## src/rtl/sba_pkg.sv

```systemverilog
package sba_pkg;

  function automatic logic fa_sum(input logic x, input logic y, input logic ci);
    return x ^ y ^ ci;
  endfunction

  function automatic logic fa_carry(input logic gen, input logic x, input logic y,
                                    input logic ci);
    return gen | (ci & (x | y));
  endfunction

endpackage

```

## src/rtl/sba_bit_cell.sv

```systemverilog
module sba_bit_cell
  import sba_pkg::*;
(
  input  logic x,
  input  logic y,
  input  logic ci,
  output logic s,
  output logic co,
  output logic prop
);

  logic gen;

  always_comb begin
    gen  = x & y;
    prop = x ^ y;
    s    = fa_sum(x, y, ci);
    co   = fa_carry(gen, x, y, ci);
  end

endmodule

```

## src/rtl/sba_bypass_mux.sv

```systemverilog
module sba_bypass_mux (
  input  logic sel,
  input  logic c_in,
  input  logic c_local,
  output logic c_out
);

  always_comb begin
    if (sel) c_out = c_in;
    else     c_out = c_local;
  end

endmodule

```

## src/rtl/sba_ripple_slice.sv

```systemverilog
module sba_ripple_slice #(
  parameter int SW = 4
) (
  input  logic [SW-1:0] a,
  input  logic [SW-1:0] b,
  input  logic          cin,
  output logic [SW-1:0] s,
  output logic          c_local,
  output logic          all_prop
);

  logic [SW:0]   chain;
  logic [SW-1:0] pvec;

  assign chain[0] = cin;

  for (genvar i = 0; i < SW; i++) begin : g_bit
    sba_bit_cell u_cell (
      .x    (a[i]),
      .y    (b[i]),
      .ci   (chain[i]),
      .s    (s[i]),
      .co   (chain[i+1]),
      .prop (pvec[i])
    );
  end

  assign c_local  = chain[SW];
  assign all_prop = &pvec;

  logic [SW:0] ref_val;

  always_comb begin
    ref_val = {1'b0, a} + {1'b0, b} + {{SW{1'b0}}, cin};
    // slice sum bits follow the actual carry-in
    a_r4_slice_arith: assert ({c_local, s} == ref_val)
      else $error("slice arithmetic mismatch");
    // chain agrees with bypass when fully propagating
    if (all_prop) begin
      a_r5_chain_agrees: assert (c_local == cin)
        else $error("ripple carry disagrees with bypass");
    end
  end

endmodule

```

## src/rtl/skip_block_adder.sv

```systemverilog
module skip_block_adder #(
  parameter int WIDTH = 16,
  parameter int SLICE = 4
) (
  input  logic [WIDTH-1:0] op_a,
  input  logic [WIDTH-1:0] op_b,
  input  logic             cin,
  output logic [WIDTH-1:0] sum,
  output logic             cout
);

  localparam int NSLICE = WIDTH / SLICE;

  logic [NSLICE:0]   cc;
  logic [NSLICE-1:0] c_loc;
  logic [NSLICE-1:0] skip;

  assign cc[0] = cin;

  for (genvar k = 0; k < NSLICE; k++) begin : g_slice
    localparam int LO = k * SLICE;
    localparam int HI = LO + SLICE - 1;

    sba_ripple_slice #(.SW(SLICE)) u_slice (
      .a        (op_a[HI:LO]),
      .b        (op_b[HI:LO]),
      .cin      (cc[k]),
      .s        (sum[HI:LO]),
      .c_local  (c_loc[k]),
      .all_prop (skip[k])
    );

    sba_bypass_mux u_mux (
      .sel     (skip[k]),
      .c_in    (cc[k]),
      .c_local (c_loc[k]),
      .c_out   (cc[k+1])
    );

    logic [HI+1:0] prefix;

    always_comb begin
      prefix = {1'b0, op_a[HI:0]} + {1'b0, op_b[HI:0]} + {{(HI+1){1'b0}}, cin};
      // slice carry matches the arithmetic prefix carry
      a_r3_slice_carry: assert (cc[k+1] == prefix[HI+1])
        else $error("slice carry mismatch");
      // a fully propagating slice passes its carry-in unchanged
      if (skip[k]) begin
        a_r2_bypass_pass: assert (cc[k+1] == cc[k])
          else $error("bypass did not pass carry");
      end
    end
  end

  assign cout = cc[NSLICE];

  logic [WIDTH:0] total;

  always_comb begin
    total = {1'b0, op_a} + {1'b0, op_b} + {{WIDTH{1'b0}}, cin};
    a_r1_total: assert ({cout, sum} == total)
      else $error("total sum mismatch");
  end

endmodule

```

## config.mk

```make
export PLATFORM = sky130hd
export DESIGN_NAME = skip_block_adder
export DESIGN_NICKNAME = d
export VERILOG_FILES = /design/src/rtl/sba_pkg.sv /design/src/rtl/sba_bit_cell.sv /design/src/rtl/sba_bypass_mux.sv /design/src/rtl/sba_ripple_slice.sv /design/src/rtl/skip_block_adder.sv
export SDC_FILE = /design/constraint.sdc
export NUM_CORES = 1
export LEC_CHECK = 0
export BUFFER_PORTS_ARGS = -buffer_cell sky130_fd_sc_hd__buf_2
export CAP_MARGIN = 20
export CORE_MARGIN = 2
export CORE_UTILIZATION = 45
export DETAILED_ROUTE_END_ITERATION = 7
export PLACE_DENSITY = 0.86
export SLEW_MARGIN = 5
export SYNTH_ARGS = -nofsm -noshare
export SYNTH_HDL_FRONTEND = slang
export SYNTH_HIERARCHICAL = 1
export SYNTH_SLANG_ARGS = --single-unit
```

## constraint.sdc

```tcl
create_clock -name vclk -period 21.4
set_input_delay 4.28 -clock vclk [all_inputs]
set_output_delay 4.28 -clock vclk [all_outputs]
set_load 0.03 [all_outputs]
```

# After elaboration in Yosys (flattened, before gate mapping)
# Cells that the tools add are included.
dict set report word_totals {
  ff_bits 0
  out_inout_bits 17
  word_cells 104
}
dict set report classes {
  n_bitwise 96
  muxes 4
  n_reduce_logical 4
}
# operator count
set ops {}
lappend ops {{$and A1 B1 Y1} 32}
lappend ops {{$or A1 B1 Y1} 32}
lappend ops {{$xor A1 B1 Y1} 32}
lappend ops {{$reduce_and A4 Y1} 4}
lappend ops {{$mux W1} 4}

# Longest topological paths before layout
# Gate-level depths: netlist of run 1.
dict set report logic_depth {
  depth_word 37
  mapped_depth 20
  mapped_depth_nobuf 20
}

# Hierarchy
# Netlist of run 1, hierarchy kept.
# mod area_per_inst_um2 n_inst cells_per_inst seq_area_each_um2
set modules_own_cells {}
lappend modules_own_cells {sba_bit_cell 40.0 16 4 0.0}
lappend modules_own_cells {sba_bypass_mux 15.0 4 1 0.0}
lappend modules_own_cells {sba_ripple_slice 8.8 4 1 0.0}

# Least setup slack after synthesis of run 1
# Ideal clock, no wire load.
dict set report synth_timing {
  path_kind {in2out}
  from {in op_b[0]}
  to {out cout}
  slack_ps 5679
  required_time_ps 17120
  path_stages 20
  arrival_ps 11441
  path_cell_list {fa_1 > fa_1 > fa_1 > fa_1 > mux2_4 > fa_1 > fa_1 > fa_1 > fa_1 > mux2_4 > fa_1 > fa_1 > fa_1 > fa_1 > mux2_4 > fa_1 > fa_1 > fa_1 > fa_1 > mux2_4}
}
dict set report synth_between {
  elab_chain_cells 37
}
# element line_no
set synth_lines {}
lappend synth_lines {{from (decl)} skip_block_adder.sv:6} ;# input logic [WIDTH-1:0] op_b,
lappend synth_lines {{$or A1 B1 Y1} sba_pkg.sv:9} ;# return gen | (ci & (x | y));
lappend synth_lines {{$and A1 B1 Y1} sba_pkg.sv:9}
lappend synth_lines {{$or A1 B1 Y1 *} sba_pkg.sv:9}
lappend synth_lines {{$and A1 B1 Y1 *} sba_pkg.sv:9}
lappend synth_lines {{$or A1 B1 Y1 *} sba_pkg.sv:9}
lappend synth_lines {{net g_slice[0].u_slice.chain[2]} sba_ripple_slice.sv:12} ;# logic [SW:0] chain;
lappend synth_lines {{$and A1 B1 Y1 *} sba_pkg.sv:9}
lappend synth_lines {{$or A1 B1 Y1 *} sba_pkg.sv:9}
lappend synth_lines {{net g_slice[0].u_slice.chain[3]} sba_ripple_slice.sv:12}
lappend synth_lines {{[2 not listed]} -}
lappend synth_lines {{net c_loc[0]} skip_block_adder.sv:15} ;# logic [NSLICE-1:0] c_loc;
lappend synth_lines {{[1 not listed]} -}
lappend synth_lines {{net cc[1]} skip_block_adder.sv:14} ;# logic [NSLICE:0] cc;
lappend synth_lines {{[2 not listed]} -}
lappend synth_lines {{net g_slice[1].u_slice.chain[1]} sba_ripple_slice.sv:12}
lappend synth_lines {{[2 not listed]} -}
lappend synth_lines {{net g_slice[1].u_slice.chain[2]} sba_ripple_slice.sv:12}
lappend synth_lines {{[2 not listed]} -}
lappend synth_lines {{net g_slice[1].u_slice.chain[3]} sba_ripple_slice.sv:12}
lappend synth_lines {{[2 not listed]} -}
lappend synth_lines {{net c_loc[1]} skip_block_adder.sv:15}
lappend synth_lines {{[1 not listed]} -}
lappend synth_lines {{net cc[2]} skip_block_adder.sv:14}
lappend synth_lines {{[2 not listed]} -}
lappend synth_lines {{net g_slice[2].u_slice.chain[1]} sba_ripple_slice.sv:12}
lappend synth_lines {{[2 not listed]} -}
lappend synth_lines {{net g_slice[2].u_slice.chain[2]} sba_ripple_slice.sv:12}
lappend synth_lines {{[2 not listed]} -}
lappend synth_lines {{net g_slice[2].u_slice.chain[3]} sba_ripple_slice.sv:12}
lappend synth_lines {{[2 not listed]} -}
lappend synth_lines {{net c_loc[2]} skip_block_adder.sv:15}
lappend synth_lines {{[1 not listed]} -}
lappend synth_lines {{net cc[3]} skip_block_adder.sv:14}
lappend synth_lines {{[2 not listed]} -}
lappend synth_lines {{net g_slice[3].u_slice.chain[1]} sba_ripple_slice.sv:12}
lappend synth_lines {{[2 not listed]} -}
lappend synth_lines {{net g_slice[3].u_slice.chain[2]} sba_ripple_slice.sv:12}
lappend synth_lines {{$and A1 B1 Y1 *} sba_pkg.sv:9}
lappend synth_lines {{$or A1 B1 Y1 *} sba_pkg.sv:9}
lappend synth_lines {{net g_slice[3].u_slice.chain[3]} sba_ripple_slice.sv:12}
lappend synth_lines {{$and A1 B1 Y1 *} sba_pkg.sv:9}
lappend synth_lines {{$or A1 B1 Y1 *} sba_pkg.sv:9}
lappend synth_lines {{net c_loc[3]} skip_block_adder.sv:15}
lappend synth_lines {{$mux W1 *} sba_bypass_mux.sv:9} ;# if (sel) c_out = c_in;
lappend synth_lines {{to (decl)} skip_block_adder.sv:9} ;# output logic cout
# Mark *: on every way through the listed nets, which the timed path passes. The rest lies on a longest branch.

# Worst setup path in the final report of run 1
dict set report layout_timing {
  from {in op_b[0]}
  to {out cout}
}
dict set report layout_between {
  elab_chain_cells 37
}
# element line_no
set layout_lines {}
lappend layout_lines {{$or A1 B1 Y1} sba_pkg.sv:9}
lappend layout_lines {{$and A1 B1 Y1} sba_pkg.sv:9}
lappend layout_lines {{$or A1 B1 Y1 *} sba_pkg.sv:9}
lappend layout_lines {{net g_slice[0].u_slice.chain[1]} sba_ripple_slice.sv:12}
lappend layout_lines {{$and A1 B1 Y1 *} sba_pkg.sv:9}
lappend layout_lines {{$or A1 B1 Y1 *} sba_pkg.sv:9}
lappend layout_lines {{net g_slice[0].u_slice.chain[2]} sba_ripple_slice.sv:12}
lappend layout_lines {{$and A1 B1 Y1 *} sba_pkg.sv:9}
lappend layout_lines {{[1 not listed]} -}
lappend layout_lines {{net g_slice[0].u_slice.chain[3]} sba_ripple_slice.sv:12}
lappend layout_lines {{[2 not listed]} -}
lappend layout_lines {{net c_loc[0]} skip_block_adder.sv:15}
lappend layout_lines {{[1 not listed]} -}
lappend layout_lines {{net cc[1]} skip_block_adder.sv:14}
lappend layout_lines {{[2 not listed]} -}
lappend layout_lines {{net g_slice[1].u_slice.chain[1]} sba_ripple_slice.sv:12}
lappend layout_lines {{[2 not listed]} -}
lappend layout_lines {{net g_slice[1].u_slice.chain[2]} sba_ripple_slice.sv:12}
lappend layout_lines {{[2 not listed]} -}
lappend layout_lines {{net g_slice[1].u_slice.chain[3]} sba_ripple_slice.sv:12}
lappend layout_lines {{[2 not listed]} -}
lappend layout_lines {{net c_loc[1]} skip_block_adder.sv:15}
lappend layout_lines {{[1 not listed]} -}
lappend layout_lines {{net cc[2]} skip_block_adder.sv:14}
lappend layout_lines {{[2 not listed]} -}
lappend layout_lines {{net g_slice[2].u_slice.chain[1]} sba_ripple_slice.sv:12}
lappend layout_lines {{[2 not listed]} -}
lappend layout_lines {{net g_slice[2].u_slice.chain[2]} sba_ripple_slice.sv:12}
lappend layout_lines {{[2 not listed]} -}
lappend layout_lines {{net g_slice[2].u_slice.chain[3]} sba_ripple_slice.sv:12}
lappend layout_lines {{[2 not listed]} -}
lappend layout_lines {{net c_loc[2]} skip_block_adder.sv:15}
lappend layout_lines {{[1 not listed]} -}
lappend layout_lines {{net cc[3]} skip_block_adder.sv:14}
lappend layout_lines {{[2 not listed]} -}
lappend layout_lines {{net g_slice[3].u_slice.chain[1]} sba_ripple_slice.sv:12}
lappend layout_lines {{[2 not listed]} -}
lappend layout_lines {{net g_slice[3].u_slice.chain[2]} sba_ripple_slice.sv:12}
lappend layout_lines {{$and A1 B1 Y1 *} sba_pkg.sv:9}
lappend layout_lines {{$or A1 B1 Y1 *} sba_pkg.sv:9}
lappend layout_lines {{net g_slice[3].u_slice.chain[3]} sba_ripple_slice.sv:12}
lappend layout_lines {{$and A1 B1 Y1 *} sba_pkg.sv:9}
lappend layout_lines {{$or A1 B1 Y1 *} sba_pkg.sv:9}
lappend layout_lines {{net c_loc[3]} skip_block_adder.sv:15}
lappend layout_lines {{$mux W1 *} sba_bypass_mux.sv:9}
# Marked as above.

==> key figures, run 1 <==
Drt
  – Drt pass-1 iters: 4
  – Post-route ant nets: 0
  – Drt drc: 0
  – Via count: 620
  – Routed vias/inst: ~4.5
  – Wire length per cell: 10.49 µm
  – Post-Route WL: 1447 µm
  – Detailed router's first-iteration violation count: 2

STA
  – Setup TNS: 0 ps
  – Hold_ws: 8989 ps
  – RSZ-0062 raised after global routing: no
  – Worst Tran Pin Value: 162.3 ps
  – Crit path time final: 16330 ps
  – Final number of setup-violating endpoints: 0
  – Worst rel slew slack: 89.26%
  – Fin crit share: 76.30%
  – F_max: 61.24 MHz
  – Worst setup margin: 5072 ps
  – Max Slew Vio Count: 0
  – Final Hold Viols: 0

Synth
  – Post-synthesis sequential area ratio: 0%
  – Largest area contributor in the synthesized netlist: fa_1
  – Post-Syn Nets: 137
  – Ranking of synthesized cells by area: fa_1 (44%), ha_1 (27%), inv_1 (16%), mux2_4 (8.2%), and4_1 (4.8%)
  – Most frequent cell after synthesis: inv_1
  – Avg Inst Size Synth: roughly 10 µm²
  – Post-synthesis cell type count: 5
  – Yosys top cell area share: 43.54%
  – YS warnings: 6
  – Mapped cell area: 735.7 µm²
  – Top cells by count, synth: inv_1 (32), fa_1 (16), ha_1 (16)
  – Syn Inst Count: 72

Layout
  – Post-Layout Inst Area: just over 1000 µm²
  – Clock buffers: 0
  – Synth-to-Final Area Change: 36.73%
  – Area taken by multi-input logic gates: 615.6 µm²
  – N_diodes: 0
  – Seq_cells: 0
  – Layout cells sized above 1: 44.26%
  – FILL cells: 137
  – Nets: 189
  – Register area: 0 µm²
  – Final Core Density: 66.01%

Clocking
  – Post-cts resize count: 0
  – Cts hold-fix bufs: 0
  – Postcts setup bufs: 0

Power
  – Peak VDD IR: around 20 µV
  – Leakage Power: 0.6503 nW
  – Pwr dens: 36.30 nW/µm²

Die
  – Initial Utilization: 48.28%
  – Num ports: 50
  – Die area: ~2000 µm²
  – Die Height: between 40 and 50 µm
  – Row cnt: 14
  – Width of the die: ~44 µm
  – Core ar.: 1524 µm²

Min path
  – Hold Startpoint: op_a[12]
  – Worst hold endpoint: sum[12]
  – WHS Path Cells: 3
  – Hold WC Path Type: primary input to primary output

Setup path
  – Critical Path Fanout Max: 2
  – Critical Path End Type: primary output
  – CP required: 17120 ps
  – WS Path Type: primary input to primary output
  – Arrival @ worst endpoint: 12050 ps
  – Setup crit start kind: primary input

Place
  – Dpl ws: between 5000 and 6000 ps
  – DP Wirelength: 1437 µm
  – Dpl cell area: 1006 µm²
  – RD Place Congestion: between 0.7 and 0.8
  – Buffers on Ports: 50

Global routing
  – Initial antenna violation count: 0
  – Met1 usage: 17.31%
  – Met2 track demand over resource: 37.35%
  – Grt total ovfl: 0
  – Grt peak-use layer: met2
  – Largest net degree at the start of global routing: 3
  – Met3 global-route usage: 0.4082%
  – Vias in the first global route: about 670
  – Global Route Usage Sum: 16.64%
  – First-pass GRT wire length: between 2000 and 3000 µm

Outcome
  – Status: complete, no violations

Job
  – Maxcap violations: 0
-- layout make-up --
type,count,share of cell area [%]
multi-input combinational,40,61.19
inverter,32,11.94
tap,16,1.990
timing repair buffer,50,24.88
-- power breakdown --
part           leakage [nW]  internal [mW]  switching [mW]
registers                 0              0               0
clock network             0              0               0
logic                 0.650         0.0127          0.0238
-- metal layers --
layer | routed length, µm | vias up
li1 | - | 296
met1 | 472 | 289
met2 | 854 | 35
met3 | 120 | 0
met4 | 0 | 0
met5 | 0 | -
-- placed cells by master (no fill, tap or decap) --
cell type   n
inv_1      32
and4_1      4
mux2_4      4
fa_1       16
buf_2      50
ha_1       16
-- stage by stage --
stage	power [mW]	cells
floorplan	0.02777	72
global placement	0.03555	138
detailed placement	0.03708	138
CTS	0.03721	138
global route	0.04032	138
finish	0.03651	138
-- critical path: stages --
cell and delay (ps):
buf_2 110, fa_1 430, fa_1 390, fa_1 420
fa_1 380, mux2_4 290, fa_1 410, fa_1 410
fa_1 400, fa_1 360, mux2_4 290, fa_1 380
fa_1 400, fa_1 400, fa_1 380, mux2_4 290
fa_1 400, fa_1 400, fa_1 400, fa_1 370
mux2_4 270, buf_2 170
-- worst max path at each step --
| stage | depth (start not counted) | slack, ps | end | startpoint |
|---|---|---|---|---|
| 4_1_cts | 22 | 5040 | cout | op_b[0] |
| 5_1_grt | 22 | 4870 | cout | op_b[0] |
| 6_report | 22 | 5070 | cout | op_b[0] |
| 2_1_floorplan | 20 | 5680 | cout | op_b[0] |
| 3_5_place_dp | 22 | 5080 | cout | op_b[0] |
| 3_3_place_gp | 22 | 5240 | cout | op_b[0] |
-- logic make-up after synthesis --
kind of cell,synth area share (%)
AND/OR/NAND/NOR,4.761
multiplexers,8.164
buffers and inverters,16.33
adder cells (fa/ha/maj),70.75
Power figures use the tool's default switching activity.
==> inputs of run 2 (changes only) <==
--- a/config.mk
+++ b/config.mk
@@ -8,9 +8,9 @@
 export BUFFER_PORTS_ARGS = -buffer_cell sky130_fd_sc_hd__buf_2
 export CAP_MARGIN = 20
 export CORE_MARGIN = 2
-export CORE_UTILIZATION = 45
+export CORE_UTILIZATION = 40
 export DETAILED_ROUTE_END_ITERATION = 7
-export PLACE_DENSITY = 0.86
+export PLACE_DENSITY = 0.81
 export SLEW_MARGIN = 5
 export SYNTH_ARGS = -nofsm -noshare
 export SYNTH_HDL_FRONTEND = slang
==> constraint.sdc (replaced) <==
create_clock -name vclk -period 14.3
set_input_delay 2.86 -clock vclk [all_inputs]
set_output_delay 2.86 -clock vclk [all_outputs]
set_load 0.03 [all_outputs]
==> key figures, run 2 (synthesis gave the netlist of run 1 again) <==
STA
  – Worst Tran Pin Value: 162.3 ps (about the same)
  – RSZ-0062 raised after global routing: no (unchanged)
  – Final Hold Viols: 0 (unchanged)
  – Crit path time final: 13430 ps
  – Setup TNS: 0 ps (unchanged)
  – Worst rel slew slack: 89.25% (was 89.26%)
  – Fin crit share: about 94%
  – Max Slew Vio Count: 0 (unchanged)
  – Worst setup margin: 866.9 ps (was 5072 ps)
  – F_max: approximately 74 MHz
  – Final number of setup-violating endpoints: 0 (unchanged)

Setup path
  – Worst path most repeated cell: fa_1 (unchanged)
  – Slowest cell on crit path: fa_1 (unchanged)
  – Critical Path End Type: primary output (unchanged)
  – Crit path max-delay family: adder cells (unchanged)
  – Critical Path Fanout Max: 2 (unchanged)
  – CP required: 11440 ps (was 17120 ps)
  – Slowest stage delay, CP: 430 ps (about the same)
  – WS Path Type: primary input to primary output (unchanged)
  – Arrival @ worst endpoint: 10570 ps (was 12050 ps)
  – Buf+Inv Stages, Crit Path: 2 (unchanged)
  – Setup crit start kind: primary input (unchanged)
  – CP Cell Sequence: buf_2, fa_1, fa_1, fa_1, fa_1, mux2_4, fa_1, fa_1, fa_1, fa_1, mux2_4, fa_1, fa_1, fa_1, fa_1, mux2_4, fa_1, fa_1, fa_1, fa_1, mux2_4, buf_2 (unchanged)

Drt
  – Post-Route WL: 1481 µm (was 1447 µm)
  – Detailed router's first-iteration violation count: 1 (was 2)
  – Post-route ant nets: 0 (unchanged)
  – Drt pass-1 iters: 2 (was 4)
  – Routed vias/inst: 4.259 (was 4.493)
  – Drt drc: 0 (unchanged)
  – Wire length per cell: 10.07 µm (was 10.49 µm)
  – Via count: 626 (was 620)

Global routing
  – First-pass GRT wire length: 2242 µm (was 2504 µm)
  – Vias in the first global route: 615 (was 665)
  – Grt total ovfl: 0 (unchanged)
  – Initial antenna violation count: 0 (unchanged)
  – Largest net degree at the start of global routing: 3 (unchanged)
  – Global Route Usage Sum: 13.91% (was 16.64%)

Place
  – Buffers on Ports: 50 (unchanged)
  – Dpl cell area: 1017 µm² (was 1006 µm²)
  – RD Place Congestion: 0.6655 (was 0.7212)
  – Placed Cells: 147 (was 138)
  – Dpl ws: 868.2 ps (was 5083 ps)
  – DP Wirelength: 1478 µm (was 1437 µm)

Die
  – Core ar.: 1727 µm² (was 1524 µm²)
  – Initial Utilization: 42.61% (was 48.28%)
  – Row cnt: 15 (was 14)
  – Width of the die: 46.89 µm (was 44.44 µm)
  – Die Height: 46.89 µm (was 44.44 µm)
  – Die area: 2198 µm² (was 1974 µm²)
  – Num ports: 50 (unchanged)

Job
  – Maxcap violations: 0 (unchanged)

Layout
  – FILL cells: 176 (was 137)
  – Commonest non-fill, non-tap cell in the layout: buf_2 (unchanged)
  – Synth-to-Final Area Change: 38.27% (was 36.73%)
  – Seq_cells: 0 (unchanged)
  – Register area: 0 µm² (unchanged)
  – Clock buffers: 0 (unchanged)
  – N_diodes: 0 (unchanged)
  – Nets: 189 (unchanged)
  – Post-Layout Inst Area: 1017 µm² (was 1006 µm²)
  – Post-Layout Cell Count: 147 (was 138)
  – Most frequent cells in the layout: buf_2 (50), inv_1 (32), fa_1 (16), ha_1 (16) (unchanged)
  – Layout cells sized above 1: 44.26% (unchanged)

Clocking
  – Cts hold-fix bufs: 0 (unchanged)
  – Post-cts resize count: 0 (unchanged)
  – Postcts setup bufs: 0 (unchanged)

Power
  – Peak VDD IR: 22.21 µV (was 20.31 µV)
  – Pwr dens: 53.10 nW/µm² (was 36.30 nW/µm²)
  – Leakage Power: 0.6503 nW (unchanged)

Outcome
  – Status: complete, no violations (unchanged)

Min path
  – Hold WC Path Type: primary input to primary output (unchanged)
## run 2: layout make-up
class / instances / area (µm²) / share of cell area [%]
Timing Repair Buffer: 50 / 250.2 / 24.60
Multi-Input combinational cell: 40 / 615.6 / 60.52
Tap cell: 25 / 31.28 / 3.075
Inverter: 32 / 120.1 / 11.81
## run 2: per-stage QoR
step	hold slack [ps]	util, %	power (mW)
floorplan	6041	-	0.04155
global placement	6148	58.91	0.05318
detailed placement	6151	58.91	0.05504
CTS	6152	58.91	0.05525
global route	6172	58.91	0.06019
finish	6148	58.91	0.05401
## run 2: worst paths after layout
path	slack, ps	start	depth (start not counted)	end
hold / removal	6150	op_a[12]	3	sum[12]
setup / recovery	870	op_b[0]	22	cout
## run 2: tightest hold or removal path: stages
cell and delay (ps):
buf_2 100, fa_1 140, buf_2 180
## run 2: power by group
part | internal [mW] | total (mW) | switching (mW)
Sequential | 0 | 0 | 0
Combinational | 0.0185 | 0.0540 | 0.0355
Clock | 0 | 0 | 0
## run 2: per-layer routing
metal  GRT usage [%]  part of all wire, %
met1           12.14                   30
met5               0                    0
met2           31.51                   57
met4           2.222                  1.1
met3           2.308                   12
==> inputs of run 3 (changes only) <==
--- a/config.mk
+++ b/config.mk
@@ -7,6 +7,7 @@
 export LEC_CHECK = 0
 export BUFFER_PORTS_ARGS = -buffer_cell sky130_fd_sc_hd__buf_2
 export CAP_MARGIN = 20
+export CORE_ASPECT_RATIO = 1.4
 export CORE_MARGIN = 2
 export CORE_UTILIZATION = 40
 export DETAILED_ROUTE_END_ITERATION = 7
==> key figures, run 3 (synthesis gave the netlist of run 1 again) <==
Setup path
  – Arrival @ worst endpoint: 10630 ps (was 10570 ps)
  – Crit. Startpoint: op_b[0] (unchanged)
  – Critical Path End Type: primary output (unchanged)
  – Critical Path Fanout Max: 2 (unchanged)
  – CP required: 11440 ps (about the same)
  – Setup crit start kind: primary input (unchanged)
  – WS Path Type: primary input to primary output (unchanged)

Layout
  – N_diodes: 0 (unchanged)
  – Clock buffers: 0 (unchanged)
  – Register area: 0 µm² (unchanged)
  – Most frequent cells in the layout: buf_2 (50), inv_1 (32), fa_1 (16), ha_1 (16) (unchanged)
  – Synth-to-Final Area Change: 37.41% (was 38.27%)
  – Final Core Density: 57.55% (was 58.91%)
  – Post-Layout Inst Area: 1011 µm² (was 1017 µm²)
  – Nets: 189 (unchanged)
  – Layout cells sized above 1: 44.26% (unchanged)
  – Commonest non-fill, non-tap cell in the layout: buf_2 (unchanged)
  – Seq_cells: 0 (unchanged)

STA
  – Setup TNS: 0 ps (unchanged)
  – Final Hold Viols: 0 (unchanged)
  – RSZ-0062 raised after global routing: no (unchanged)
  – Crit path time final: 13490 ps (was 13430 ps)
  – Final number of setup-violating endpoints: 0 (unchanged)
  – Worst rel slew slack: 89.24% (was 89.25%)
  – F_max: 74.11 MHz (was 74.44 MHz)
  – Fin crit share: 94.36% (was 93.94%)
  – Max Slew Vio Count: 0 (unchanged)
  – Worst Tran Pin Value: 162.5 ps (was 162.3 ps)

Global routing
  – Vias in the first global route: 629 (was 615)
  – First-pass GRT wire length: 2208 µm (was 2242 µm)
  – Largest net degree at the start of global routing: 3 (unchanged)
  – Initial antenna violation count: 0 (unchanged)
  – Global Route Usage Sum: 14.20% (was 13.91%)
  – Grt total ovfl: 0 (unchanged)

Drt
  – Post-route ant nets: 0 (unchanged)
  – Wire length per cell: 10.08 µm (was 10.07 µm)
  – Post-Route WL: 1432 µm (was 1481 µm)
  – Via count: 625 (was 626)
  – Routed vias/inst: 4.401 (was 4.259)
  – Detailed router's first-iteration violation count: 0 (was 1)
  – Drt pass-1 iters: 1 (was 2)
  – Drt drc: 0 (unchanged)

Die
  – Core ar.: 1757 µm² (was 1727 µm²)
  – Row cnt: 18 (was 15)
  – Num ports: 50 (unchanged)
  – Width of the die: 40.25 µm (was 46.89 µm)
  – Die Height: 54.75 µm (was 46.89 µm)
  – Initial Utilization: 41.88% (was 42.61%)
  – Die area: 2203 µm² (was 2198 µm²)

Power
  – Pwr dens: 53.86 nW/µm² (was 53.10 nW/µm²)
  – Overall Power: 0.05445 mW (was 0.05401 mW)
  – Leakage Power: 0.6503 nW (unchanged)
  – Peak VDD IR: 26.39 µV (was 22.21 µV)

Place
  – RD Place Congestion: 0.7176 (was 0.6655)
  – Dpl cell area: 1011 µm² (was 1017 µm²)
  – Buffers on Ports: 50 (unchanged)
  – DP Wirelength: 1418 µm (was 1478 µm)

Clocking
  – Postcts setup bufs: 0 (unchanged)
  – Post-cts resize count: 0 (unchanged)
  – Cts hold-fix bufs: 0 (unchanged)

Job
  – Maxcap violations: 0 (unchanged)

Min path
  – Hold WC Path Type: primary input to primary output (unchanged)
  – Hold Startpoint: cin (was op_a[12])

Outcome
  – Status: complete, no violations (unchanged)
-- run 3: cell type report --
cell class	instances	area, µm²
fillers	161	745.7
well taps	20	25.02
inverters	32	120.1
multi-input cells	40	615.6
repair buffers	50	250.2
-- run 3: layer usage --
metal  vias to the layer above  wire (µm)  global-route usage (%)
met5                         -          0                       0
met1                       291        440                   11.90
met2                        38        835                   32.80
li1                        296          -                       -
met3                         0        157                   2.033
met4                         0          0                       0
-- run 3: critical path: stages --
cell,delay (ps)
buf_2,120
fa_1,450
fa_1,400
fa_1,410
fa_1,380
mux2_4,290
fa_1,380
fa_1,400
fa_1,390
fa_1,390
mux2_4,290
fa_1,380
fa_1,410
fa_1,410
fa_1,370
mux2_4,290
fa_1,390
fa_1,410
fa_1,400
fa_1,380
mux2_4,270
buf_2,170
-- run 3: worst paths after layout --
| kind | to | slack, ps | depth (start not counted) |
|---|---|---|---|
| setup / recovery | cout | 810 | 22 |
| hold / removal | sum[0] | 6150 | 3 |
-- run 3: metrics by stage --
step	hold slack [ps]	worst slack, ps	instances
after global placement	6150	899.6	142
after CTS	6155	735.0	142
after floorplan	6041	1419	72
after global routing	6169	516.4	142
after detailed placement	6155	764.7	142
final	6151	806.8	142
-- run 3: power breakdown --
group          internal [mW]  total, mW  switching [mW]
combinational         0.0189     0.0545          0.0355
clock                      0          0               0
sequential                 0          0               0
